**src/rtl/spr_mixer.sv**
```systemverilog
module spr_mixer #(
  parameter int NUM_PAIRS = 4
) (
  input  logic                      clk,
  input  logic                      rst_n,
  input  logic                      pix_valid,
  input  logic [2*NUM_PAIRS-1:0]    spr_a,
  input  logic [2*NUM_PAIRS-1:0]    spr_b,
  input  logic [NUM_PAIRS-1:0]      attach,
  output logic [$clog2(NUM_PAIRS*4)+0:0] col_idx,
  output logic                      hit
);
  localparam int IDX_W = $clog2(NUM_PAIRS*4) + 1;
  localparam int BASE  = NUM_PAIRS * 4;

  logic [IDX_W-1:0] cand_idx [NUM_PAIRS];
  logic [NUM_PAIRS-1:0] cand_hit;

  for (genvar p = 0; p < NUM_PAIRS; p++) begin : g_pair
    localparam logic [IDX_W-1:0] GRP = IDX_W'(BASE + 4*p);
    wire [1:0] ev  = {spr_b[2*p],   spr_a[2*p]};
    wire [1:0] od  = {spr_b[2*p+1], spr_a[2*p+1]};
    wire [3:0] wide = {od, ev};
    wire [1:0] sel = (ev != 2'd0) ? ev : od;
    wire [IDX_W-1:0] solo_idx = GRP + {{(IDX_W-2){1'b0}}, sel};
    wire [IDX_W-1:0] join_idx = IDX_W'(BASE) + {{(IDX_W-4){1'b0}}, wide};
    assign cand_idx[p] = attach[p] ? join_idx : solo_idx;
    assign cand_hit[p] = attach[p] ? (wide != 4'd0) : (sel != 2'd0);
  end

  logic [IDX_W-1:0] nxt_idx;
  logic nxt_hit;

  always_comb begin
    nxt_idx = '0;
    nxt_hit = 1'b0;
    for (int p = NUM_PAIRS - 1; p >= 0; p--) begin
      if (cand_hit[p]) begin
        nxt_idx = cand_idx[p];
        nxt_hit = 1'b1;
      end
    end
  end

  always_ff @(posedge clk) begin
    if (!rst_n) begin
      col_idx <= '0;
      hit     <= 1'b0;
    end else if (pix_valid) begin
      col_idx <= nxt_idx;
      hit     <= nxt_hit;
    end
  end


  hold_chk: assert property (@(posedge clk) disable iff (!rst_n)
    !pix_valid |=> ($stable(col_idx) && $stable(hit)));


  attach_window_chk: assert property (@(posedge clk) disable iff (!rst_n)
    (pix_valid && attach[0] && spr_b[1] && !spr_a[1]) |=> (hit && col_idx[IDX_W-1:2] == 3'b110));


  even_map_chk: assert property (@(posedge clk) disable iff (!rst_n)
    (pix_valid && !attach[0] && (spr_a[0] || spr_b[0])) |=>
      (hit && col_idx == IDX_W'(BASE) + {{(IDX_W-2){1'b0}}, $past(spr_b[0]), $past(spr_a[0])}));


  empty_chk: assert property (@(posedge clk) disable iff (!rst_n)
    (pix_valid && spr_a == '0 && spr_b == '0) |=> (!hit && col_idx == '0));


  upper_half_chk: assert property (@(posedge clk) disable iff (!rst_n)
    hit |-> col_idx[IDX_W-1]);
endmodule

```
**config.mk**
```make
export PLATFORM = sky130hd
export DESIGN_NAME = spr_mixer
export DESIGN_NICKNAME = d
export VERILOG_FILES = /design/src/rtl/spr_mixer.sv
export SDC_FILE = /design/constraint.sdc
export NUM_CORES = 1
export LEC_CHECK = 0
export BUFFER_PORTS_ARGS = -buffer_cell sky130_fd_sc_hd__buf_2
export CAP_MARGIN = 10
export CORE_MARGIN = 2
export CORE_UTILIZATION = 25
export DETAILED_ROUTE_END_ITERATION = 10
export SLEW_MARGIN = 30
export SYNTH_ARGS = -nofsm -noshare
export SYNTH_HDL_FRONTEND = slang
export SYNTH_SLANG_ARGS = --single-unit
```
**constraint.sdc**
```tcl
create_clock -name clk -period 1.2 [get_ports clk]
set_input_delay 0.24 -clock clk [delete_from_list [all_inputs] [get_ports clk]]
set_output_delay 0.24 -clock clk [all_outputs]
set_load 0.05 [all_outputs]
```
Word-level counts from Yosys, hierarchy flattened
Index checks and enable logic that the tools add are counted.

Reductions and logical operators: 12. Multiplexer cells: 20. Add/sub/neg operators: 8.

Operator list (number): $mux W5 (8); $add A5 B4 Y5 const A (4); $reduce_bool A2 Y1 (8); $reduce_bool A4 Y1 (4); $add A5 B2 Y5 const A (2); $mux W1 (8); $mux W2 (4); $add A4 B3 Y5 const A (1); $add A3 B3 Y4 const A (1).

Word-level logic and storage cells: 42. Input port bits: 23. Flip-flop bits (word level): 6. Output and inout port bits: 6.

Depth between registers and ports, before layout
Gate-level depths: netlist of run 1.

Depth after elaboration: 8. Depth in mapped cells: 5. Depth with buffers taken out: 4.

Worst setup path before layout of run 1
No wires, ideal clock.

Kind: input -> register. Start point: in spr_b[4]. End point: reg col_idx[0]. Library setup time: 0.074 ns. Slack: -0.051 ns. Required time: 1.126 ns. Stages on the path: 4. Arrival time: 1.177 ns. Buffers on the path: 0. Cells stage by stage: nor4_4 > o21ai_2 > a311o_1 > a31oi_1.

Longest elaborated chain between the ends: 7. Elaborated cells on any way between the ends: 10. Those cells by class: add/sub (1); mux (6); reduce/logical (3).

Ends and longest elaborated chain: start: declaration (line 8) `input logic [2*NUM_PAIRS-1:0] spr_b,`; $reduce_bool A2 Y1 (line 24) `wire [1:0] sel = (ev != 2'd0) ? ev : od;`; $mux W2 (line 24); $add A4 B3 Y5 or $reduce_bool A2 Y1 (tied branches) (line 25, 28); $mux W5 or $mux W1 (tied branches) (line 27, 28); $mux W5 * (3 in a row) (line 38) `if (cand_hit[p]) begin`; end signal: assignment (line 50) `col_idx <= nxt_idx;`; end: declaration (line 10) `output logic [$clog2(NUM_PAIRS*4)+0:0] col_idx,`.

Every way passes the cells marked *; elsewhere a longest branch is shown, timed or not. A chain may end at the register's enable or synchronous reset.

Worst setup path after layout of run 1
Start point: in spr_a[1]. End point: reg col_idx[0].

Longest elaborated chain between the ends: 4. Elaborated cells on any way between the ends: 7. Those cells by class: add/sub (1); mux (4); reduce/logical (2).

Ends and longest elaborated chain: start: declaration (line 7) `input logic [2*NUM_PAIRS-1:0] spr_a,`; $mux W2 (line 24); $add A5 B2 Y5 or $reduce_bool A2 Y1 (tied branches) (line 25, 28); $mux W5 or $mux W1 (tied branches) (line 27, 28); $mux W5 * (line 38).

Marks and branches as above.

==> impl_results.md, run 1 <==
- Status: finished clean
- Launch point of the worst reg-to-reg path: col_idx[2]$_SDFFE_PN0P_
- Required time of the critical path: 1360 ps
- Biggest register: col_idx
- Clk sinks: 5
- Final #Nets: 130
- Largest register FFs: 5
- GRT Total Usage: 0.145
- Rows: 15
- Fin util: 0.482
- Worst-path clk slew: 40 ps
- Max incr delay on CP: 540 ps
- Die area: 2140 um2
- Top-Level Pins: 29
- Synth Area in Simple Gates: 0.308
- Mapped Cells: 57
- CTS Buf Count: 3
- Startpoint Class: input pin
- Port Buf Inserts: 28
- CP max stage cell: or4_4
- Post-synth EDFFs: 0
- Min Hold Slack: 287 ps
- Hold Path End: col_idx[1]$_SDFFE_PN0P_
- Worst Path Arrival: 1350 ps
- Filler cell count: 189
- Die Width: 46.3 um
- R2r worst-path depth: 2
- Routed WL per cell: 10.3 um
- Initial drt markers: 9
- Levels on crit path: 4
- Setup Crit Path Kind: in -> reg
- Via count: 625
- Crit. End Element: flip-flop
- Final WS setup: 13.1 ps
- HP Start: rst_n
- Fraction of layout cells with a size suffix above 1: 0.538
- Max IR drop VDD: 0.274 mV
- Pwr dens: 749 nW/um2
- Initial Utilization: 0.262
- Post-DP HPWL: 1190 um
- Die height: 46.3 um
- Place WS: -243 ps
- Most frequent cells in the layout: buf_2 (26), buf_4 (18), o21ai_0 (6), inv_1 (5), dfxtp_1 (5)
- FF-to-FF End: col_idx[2]$_SDFFE_PN0P_
- CTS max path bufs: 2
- Power Total: 0.000617 W
- Pre-Repair DR Iteration Count: 4
- Post-Syn Area: 447 um2
- Clock Skew: 0 ps
- Period minus WS final: 1190 ps
- Gpl congestion: 0.814
- Core area: 1710 um2
- Largest family of logic cells by synthesized area: compound AO/OA/AOI/OAI gates
- Hold buffers post-CTS: 0
- Worst-margin pin slew: 294 ps
- First-pass GRT wire length: 2350 um
- Final worst path period share: 0.989
- Post-Synth Adder-Cell Area: 0
- Worst path top cell family by delay: simple AND/OR/NAND/NOR gates
- Setup violations, final: 0
- Vias per inst: 4.77
- Max Slew Vio Count: 0
- Setup TNS: 0 ps
- Achievable frequency: 843 MHz
- CP Cell Sequence: buf_8 -> or4_4 -> a311o_1 -> a31oi_1
- Max-cap violations: 0
- Worst reg-to-reg setup slack: 510 ps
- Vias in the first global route: 622
- Regs by FF count: col_idx: 5 flops
- Synth-to-Final Area Change: 84.3%
- Synth unique cells: 29
- Total grt overflow: 0
- Final ANT Viol Nets: 0
- Root buffer cell: clkbuf_4
- Largest net degree at the start of global routing: 10
- Asr flop ratio synth: 0
- Hold Crit Depth: 3
- Mux cell area share after synthesis: 0.0224
- Initial antenna violation count: 0
- Sequential area share after synthesis: 0.224
- RSZ-0062 raised after global routing: yes
- Synth Area in XOR/XNOR: 0
- Most common cell after layout, fill and taps aside: buf_2
- Rel. slew slack: 0.803
- Skew-Pair Late Insertion Delay: 230 ps
- LEAKAGE: 0.376 nW
- Syn_nets: 80
- H-tree levels: 1
- CTS tree: done
- Most used DFF post-synth: dfxtp_1
- Synth Register Bits: 5
- Total routed wirelength: 1360 um
- Buf/Inv on CP: 1
- Post-synthesis compound-gate area fraction: 0.378
- Ant diodes: 0
- Avg Inst Size Synth: 7.84 um2
- Crit Path Max Fanout: 2
- HP Class: in -> reg
- Yosys warns: 0
- Final hold vios: 0
- Drc violations: 0
## metal layers
layer	track usage	vias to the layer above	routed length [um]
met5	0	-	0
met4	0.0171	0	0
met3	0.0235	0	66
met2	0.275	18	727
met1	0.173	282	561
li1	-	325	-
## repair_timing
action                                  in CTS  in global routing
resized for setup                            0                  7
buffers inserted                             0                  1
endpoints found under the setup margin       0                  3
## worst max path at each step
stage	start	end
after detailed placement	spr_b[0]	col_idx[1]$_SDFFE_PN0P_
after floorplan	spr_b[0]	col_idx[0]$_SDFFE_PN0P_
after global placement	spr_b[0]	col_idx[0]$_SDFFE_PN0P_
final	spr_a[1]	col_idx[0]$_SDFFE_PN0P_
after CTS	spr_b[0]	col_idx[1]$_SDFFE_PN0P_
after global routing	spr_a[1]	col_idx[0]$_SDFFE_PN0P_
## synth_stat cells (2+ instances only)
cell type  instances  share of area
a31oi_1            4          0.056
o21ai_2            2          0.039
a21oi_1            4          0.045
dfxtp_1            5           0.22
o21ai_0            6          0.067
nand2_1            2          0.017
a311o_1            2          0.045
inv_1              5          0.042
nor2_1             2          0.017
nand2b_1           2          0.028
nor3b_1            4          0.067
nor3_1             2          0.022
## layout make-up
cell class / instances / area, um2 / area share
multi-input combinational: 45 / 335 / 0.407
timing repair buffer: 47 / 312 / 0.378
clock buffer: 4 / 26.3 / 0.0319
sequential: 5 / 100 / 0.122
inverter: 5 / 18.8 / 0.0228
tap: 25 / 31.3 / 0.0380
## cell families after synthesis
family / Yosys count
muxes: 1
AOI/OAI and AO/OA: 25
DFF: 5
buffers and inverters: 7
and+or+nand+nor: 19
## power breakdown
group | total (W) | switching (W) | internal [W]
Combinational | 0.000242 | 0.000133 | 0.000109
Clock | 0.000190 | 0.0000650 | 0.000125
Sequential | 0.000184 | 0.00000527 | 0.000179
Total | 0.000617 | 0.000204 | 0.000413
## through the flow
step	instances	cell area, um2
2_1_floorplan	57	450
3_3_place_gp	126	746
4_1_cts	130	772
3_5_place_dp	126	746
6_report	131	823
5_1_grt	131	823
## tightest hold or removal path, delay by kind of cell
| kind | cells | cell delay [ps] |
|---|---|---|
| buffers and inverters | 1 | 120 |
| AOI/OAI and AO/OA | 2 | 110 |
No activity file was read; power rests on OpenSTA's default activity.
==> run 2, diff against run 1 <==
==> constraint.sdc (replaced) <==
create_clock -name clk -period 1.1 [get_ports clk]
set_input_delay 0.22 -clock clk [delete_from_list [all_inputs] [get_ports clk]]
set_output_delay 0.22 -clock clk [all_outputs]
set_load 0.05 [all_outputs]
==> run 2 against run 1 <==
Hold slack got worse by 23 ps. Setup slack better by 8.4 ps. Sequential share of layout area is 0.77 points lower. Clock power increased by 17%. Core utilization increased by 3.9 points. Critical endpoint is now col_idx[1]$_SDFFE_PN0P_. Critical path type unchanged. Power is 16% higher.
==> impl_results.md, run 2 (same netlist as run 1, synthesis figures left out) <==
- Status: finished clean
- Buf/Inv on CP: 1 (unchanged)
- Core area: 1710 um2 (unchanged)
- Fraction of layout cells with a size suffix above 1: 0.604 (+0.0659)
- Worst path top cell family by delay: simple AND/OR/NAND/NOR gates
- Min Hold Slack: 263 ps (-23.2 ps)
- CTS max path bufs: 2 (unchanged)
- Most common cell after layout, fill and taps aside: buf_4
- Wire length on met2: 828 um (+14%)
- CTS tree: done
- Die area: 2140 um2 (unchanged)
- Met1 WL: 681 um (+21%)
- Worst Path Arrival: 1250 ps (-100 ps)
- Filler cell count: 163 (-14%)
- Initial Utilization: 0.262 (unchanged)
- Max incr delay on CP: 530 ps (about the same)
- HP Class: in -> reg
- CTS Buf Count: 3 (unchanged)
- Startpoint Class: input pin
- Routed wl met3: 83 um (+26%)
- Final worst path period share: 0.980
- Synth-to-Final Area Change: 99.2%
- Max IR drop VDD: 0.363 mV (+32%)
- Ant diodes: 0 (unchanged)
- Die Width: 46.3 um (unchanged)
- Setup TNS: 0 ps (unchanged)
- Rel. slew slack: 0.781 (-0.0216)
- Hold buffers post-CTS: 0 (unchanged)
- Root buffer cell: clkbuf_4
- Largest net degree at the start of global routing: 10 (unchanged)
- Clk sinks: 5 (unchanged)
- LEAKAGE: 0.411 nW (+9.3%)
- Biggest register: col_idx
- Max Slew Vio Count: 0 (unchanged)
- Top-Level Pins: 29 (unchanged)
- Setup Crit Path Kind: in -> reg
- First-pass GRT wire length: 2390 um (+1.5%)
- H-tree levels: 1 (unchanged)
- Period minus WS final: 1080 ps
- Initial antenna violation count: 0 (unchanged)
- CP max stage cell: or4_4
- Most frequent cells in the layout: buf_4 (24), buf_2 (23), o21ai_0 (6), inv_1 (5), buf_6 (5)
- Drc violations: 0 (unchanged)
- Largest register FFs: 5 (unchanged)
- Setup violations, final: 0 (unchanged)
- Post-route cell area: 890 um2 (+8.1%)
- GRT Total Usage: 0.153 (+0.00764)
- Initial drt markers: 13 (+4)
- Clock Skew: 0 ps (unchanged)
- Crit. End Element: flip-flop
- Final hold vios: 0 (unchanged)
- Total grt overflow: 0 (unchanged)
- Worst-margin pin slew: 326 ps (+32.2 ps)
- Gpl congestion: 0.725 (-11%)
- Port Buf Inserts: 28 (unchanged)
- Regs by FF count: col_idx: 5 flops
- Vias in the first global route: 616 (-0.96%)
- Crit Path Max Fanout: 2 (unchanged)
- Placed cell area: 792 um2 (+6.2%)
- CP Cell Sequence: buf_6 -> or4_4 -> a311o_1 -> a31oi_1
- Via count: 671 (+7.4%)
- Post-DP HPWL: 1320 um (+11%)
- Die height: 46.3 um (unchanged)
- Final #Nets: 135 (+3.8%)
- Worst reg-to-reg setup slack: 450 ps (-60 ps)
- RSZ-0062 raised after global routing: yes
- Total routed wirelength: 1590 um (+18%)
- Required time of the critical path: 1270 ps (-90 ps)
- Routed WL per cell: 11.7 um (+13%)
- Top Layer Used: met3
- Pwr dens: 804 nW/um2 (+7.3%)
- Skew-Pair Late Insertion Delay: 240 ps (about the same)
- Rows: 15 (unchanged)
- Final ANT Viol Nets: 0 (unchanged)
- Achievable frequency: 927 MHz
- Worst-path clk slew: 50 ps (about the same)
- Pre-Repair DR Iteration Count: 4 (unchanged)
- Max-cap violations: 0 (unchanged)
- Vias per inst: 4.93 (+3.4%)
-- run 2: cell count changes in the layout (fill, tap and decap cells not counted), sizes merged --
cell  previous run  this run
buf             47        52
-- run 2: timing repair --
item	in CTS	in global routing
endpoints found under the hold margin	0	0
pin swaps	5	3
setup buffers	2	0
gates resized for setup	2	11
endpoints found under the setup margin	3	4
-- run 2: area by class of cell --
cell class | count | area (um2) | area share
multi-input combinational | 45 | 360 | 0.405
timing repair buffer | 52 | 352 | 0.395
sequential | 5 | 101 | 0.114
tap | 25 | 31.3 | 0.0352
clock buffer | 4 | 26.3 | 0.0295
inverter | 5 | 18.8 | 0.0211
-- run 2: routing by layer --
metal	up-vias	track usage
met2	26	0.267
met5	-	0
li1	334	-
met1	311	0.189
met3	0	0.0275
met4	0	0.0457
-- run 2: metrics by stage --
step / power (W) / setup slack (ps) / utilization / cells
global placement: 0.000466 / -273 / 0.464 / 130
global route: 0.000751 / -18.0 / 0.521 / 136
CTS: 0.000703 / -25.3 / 0.495 / 136
floorplan: 0.000321 / -111 / - / 57
finish: 0.000715 / 21.5 / 0.521 / 136
detailed placement: 0.000471 / -308 / 0.464 / 130
-- run 2: worst reg2reg max path, stage by stage (launching register included) --
cell      delay, ps
dfxtp_1         300
o21ai_0         180
a211oi_2         50
-- run 2: power by group --
part	internal (W)	switching (W)	leakage, nW	total (W)
clock	0.000138	0.0000855	0.0150	0.000223
sequential	0.000195	0.00000659	0.0418	0.000202
combinational	0.000133	0.000157	0.354	0.000290
-- run 2: path summary, 6_finish.rpt --
kind / from / endpoint / depth (start not counted)
worst max-delay path: spr_b[1] / col_idx[1]$_SDFFE_PN0P_ / 4
worst min-delay path: rst_n / col_idx[4]$_SDFFE_PN0P_ / 3
worst max register to register: col_idx[2]$_SDFFE_PN0P_ / col_idx[2]$_SDFFE_PN0P_ / 2
worst min register to register: col_idx[4]$_SDFFE_PN0P_ / col_idx[4]$_SDFFE_PN0P_ / 2
==> run 3, diff against run 2 <==
--- a/config.mk
+++ b/config.mk
@@ -9,6 +9,7 @@
 export CAP_MARGIN = 10
 export CORE_MARGIN = 2
 export CORE_UTILIZATION = 25
+export CTS_BUF_LIST = sky130_fd_sc_hd__clkbuf_4
 export DETAILED_ROUTE_END_ITERATION = 10
 export SLEW_MARGIN = 30
 export SYNTH_ARGS = -nofsm -noshare
==> run 3 against run 2 <==
Count of clock-buffer cells in the layout is the same. Largest power group unchanged. Critical path type is now reg -> out. Clock power up 12%. Fmax about the same. Critical endpoint is now col_idx[1].
==> impl_results.md, run 3 (same netlist as run 1, synthesis figures left out) <==
- Total grt overflow: 0 (unchanged)
- First-pass GRT wire length: 2400 um (+0.59%)
- Initial drt markers: 14 (+1)
- Setup Crit Path Kind: reg -> out
- Rel. slew slack: 0.781 (about the same)
- Die height: 46.3 um (unchanged)
- H-tree levels: 1 (unchanged)
- Worst path top cell family by delay: flip-flops
- Routed WL per cell: 11.7 um (+0.19%)
- Ant diodes: 0 (unchanged)
- Final #Nets: 135 (unchanged)
- GRT Total Usage: 0.154 (+0.000797)
- Largest register FFs: 5 (unchanged)
- CTS Buf Count: 3 (unchanged)
- Synth-to-Final Area Change: 100%
- Regs by FF count: col_idx: 5 flops
- Startpoint Class: flip-flop
- CTS max path bufs: 2 (unchanged)
- Setup TNS: 0 ps (unchanged)
- Largest net degree at the start of global routing: 10 (unchanged)
- Vias in the first global route: 619 (+0.49%)
- Fin util: 0.523 (+0.00220)
- Most common cell after layout, fill and taps aside: buf_4
- Pre-Repair DR Iteration Count: 4 (unchanged)
- Required time of the critical path: 880 ps (-390 ps)
- HP Class: in -> reg
- Die Width: 46.3 um (unchanged)
- Final hold vios: 0 (unchanged)
- Core area: 1710 um2 (unchanged)
- Max-cap violations: 0 (unchanged)
- Crit Path Max Fanout: 2 (unchanged)
- Clk sinks: 5 (unchanged)
- RSZ-0062 raised after global routing: yes
- Status: finished clean
- Die area: 2140 um2 (unchanged)
- Root buffer cell: clkbuf_4
- FF-to-FF End: col_idx[2]$_SDFFE_PN0P_
- Max Slew Vio Count: 0 (unchanged)
- Placed insts: 130 (unchanged)
- Launch point of the worst reg-to-reg path: col_idx[2]$_SDFFE_PN0P_
- Setup violations, final: 0 (unchanged)
- R2r worst-path depth: 2 (unchanged)
- Via count: 670 (-0.15%)
- Worst-path clk slew: 50 ps (about the same)
- Vias per inst: 4.93 (-0.15%)
- CP Cell Sequence: buf_2
- Period minus WS final: 1080 ps (-0.601 ps)
- Worst-margin pin slew: 326 ps (-0.148 ps)
- Initial antenna violation count: 0 (unchanged)
- Final worst path period share: 0.980 (about the same)
- Initial Utilization: 0.262 (unchanged)
- Crit. End Element: primary output
- Most frequent cells in the layout: buf_4 (24), buf_2 (23), o21ai_0 (6), inv_1 (5), buf_6 (5)
- Cell Count, Final, Fillers Out: 136 (unchanged)
- Worst Path Arrival: 860 ps (-390 ps)
- Top-Level Pins: 29 (unchanged)
- Levels on crit path: 1 (-3)
- Pwr dens: 830 nW/um2 (+3.3%)
- Buf/Inv on CP: 1 (unchanged)
- CP max stage cell: dfxtp_1
- Rows: 15 (unchanged)
- Biggest register: col_idx
- Crit path to: col_idx[1]
- Gpl congestion: 0.725 (unchanged)
- Port Buf Inserts: 28 (unchanged)
- Drc violations: 0 (unchanged)
- Max incr delay on CP: 340 ps (-190 ps)
- Max IR drop VDD: 0.363 mV (about the same)
- Post-DP HPWL: 1320 um (unchanged)
- LEAKAGE: 0.415 nW (+0.83%)
- Total routed wirelength: 1600 um (+0.19%)
- CTS tree: done
- Min Hold Slack: 262 ps (-0.961 ps)
- Skew-Pair Late Insertion Delay: 240 ps (about the same)
- Fraction of layout cells with a size suffix above 1: 0.613 (+0.00901)
- Power Total: 0.000741 W (+3.7%)
- Achievable frequency: 928 MHz (about the same)
- Final ANT Viol Nets: 0 (unchanged)
- Clock Skew: 0 ps (unchanged)
- Worst reg-to-reg setup slack: 450 ps (about the same)
- Hold buffers post-CTS: 0 (unchanged)
- Worst Setup SP: col_idx[1]$_SDFFE_PN0P_
-- run 3: cell type report --
| type | instances | area, um2 |
|---|---|---|
| repair buffers | 52 | 352 |
| inverters | 5 | 18.8 |
| well taps | 25 | 31.3 |
| flip-flops and latches | 5 | 101 |
| fillers | 162 | 815 |
| clock buffers | 4 | 30.0 |
| multi-input cells | 45 | 360 |
-- run 3: how the worst min path moves through the flow --
stage	slack (ps)	cells past startpoint	to	start
finish	260	3	col_idx[4]$_SDFFE_PN0P_	rst_n
global route	290	3	col_idx[1]$_SDFFE_PN0P_	rst_n
CTS	260	3	col_idx[0]$_SDFFE_PN0P_	rst_n
detailed placement	500	3	col_idx[4]$_SDFFE_PN0P_	rst_n
global placement	510	3	col_idx[4]$_SDFFE_PN0P_	rst_n
floorplan	350	2	col_idx[4]$_SDFFE_PN0P_	rst_n
-- run 3: worst register-to-register path, stage by stage (launching register included) --
cell      delay [ps]
dfxtp_1          300
o21ai_0          180
a211oi_2          50
-- run 3: power breakdown --
group	total, W	internal [W]	switching [W]	leakage [nW]
registers	0.000202	0.000195	0.00000659	0.0418
logic	0.000290	0.000133	0.000157	0.354
clock network	0.000250	0.000163	0.0000873	0.0184
-- run 3: layer usage --
layer / global-route usage / vias up / routed length (um)
met5: 0 / - / 0
met4: 0.0457 / 0 / 0
met3: 0.0275 / 0 / 84
met2: 0.269 / 26 / 832
met1: 0.189 / 310 / 681
li1: - / 334 / -
-- run 3: timing repair --
item / in CTS / in global routing
pin swaps: 5 / 3
setup buffers: 2 / 0
resized for setup: 2 / 11
endpoints found under the setup margin: 3 / 4
-- run 3: metrics by stage --
stage / setup slack (ps) / instance area (um2)
6_report: 22.1 / 893
5_1_grt: -18.0 / 893
4_1_cts: -25.3 / 850
3_5_place_dp: -308 / 792
3_3_place_gp: -273 / 792
2_1_floorplan: -111 / 467
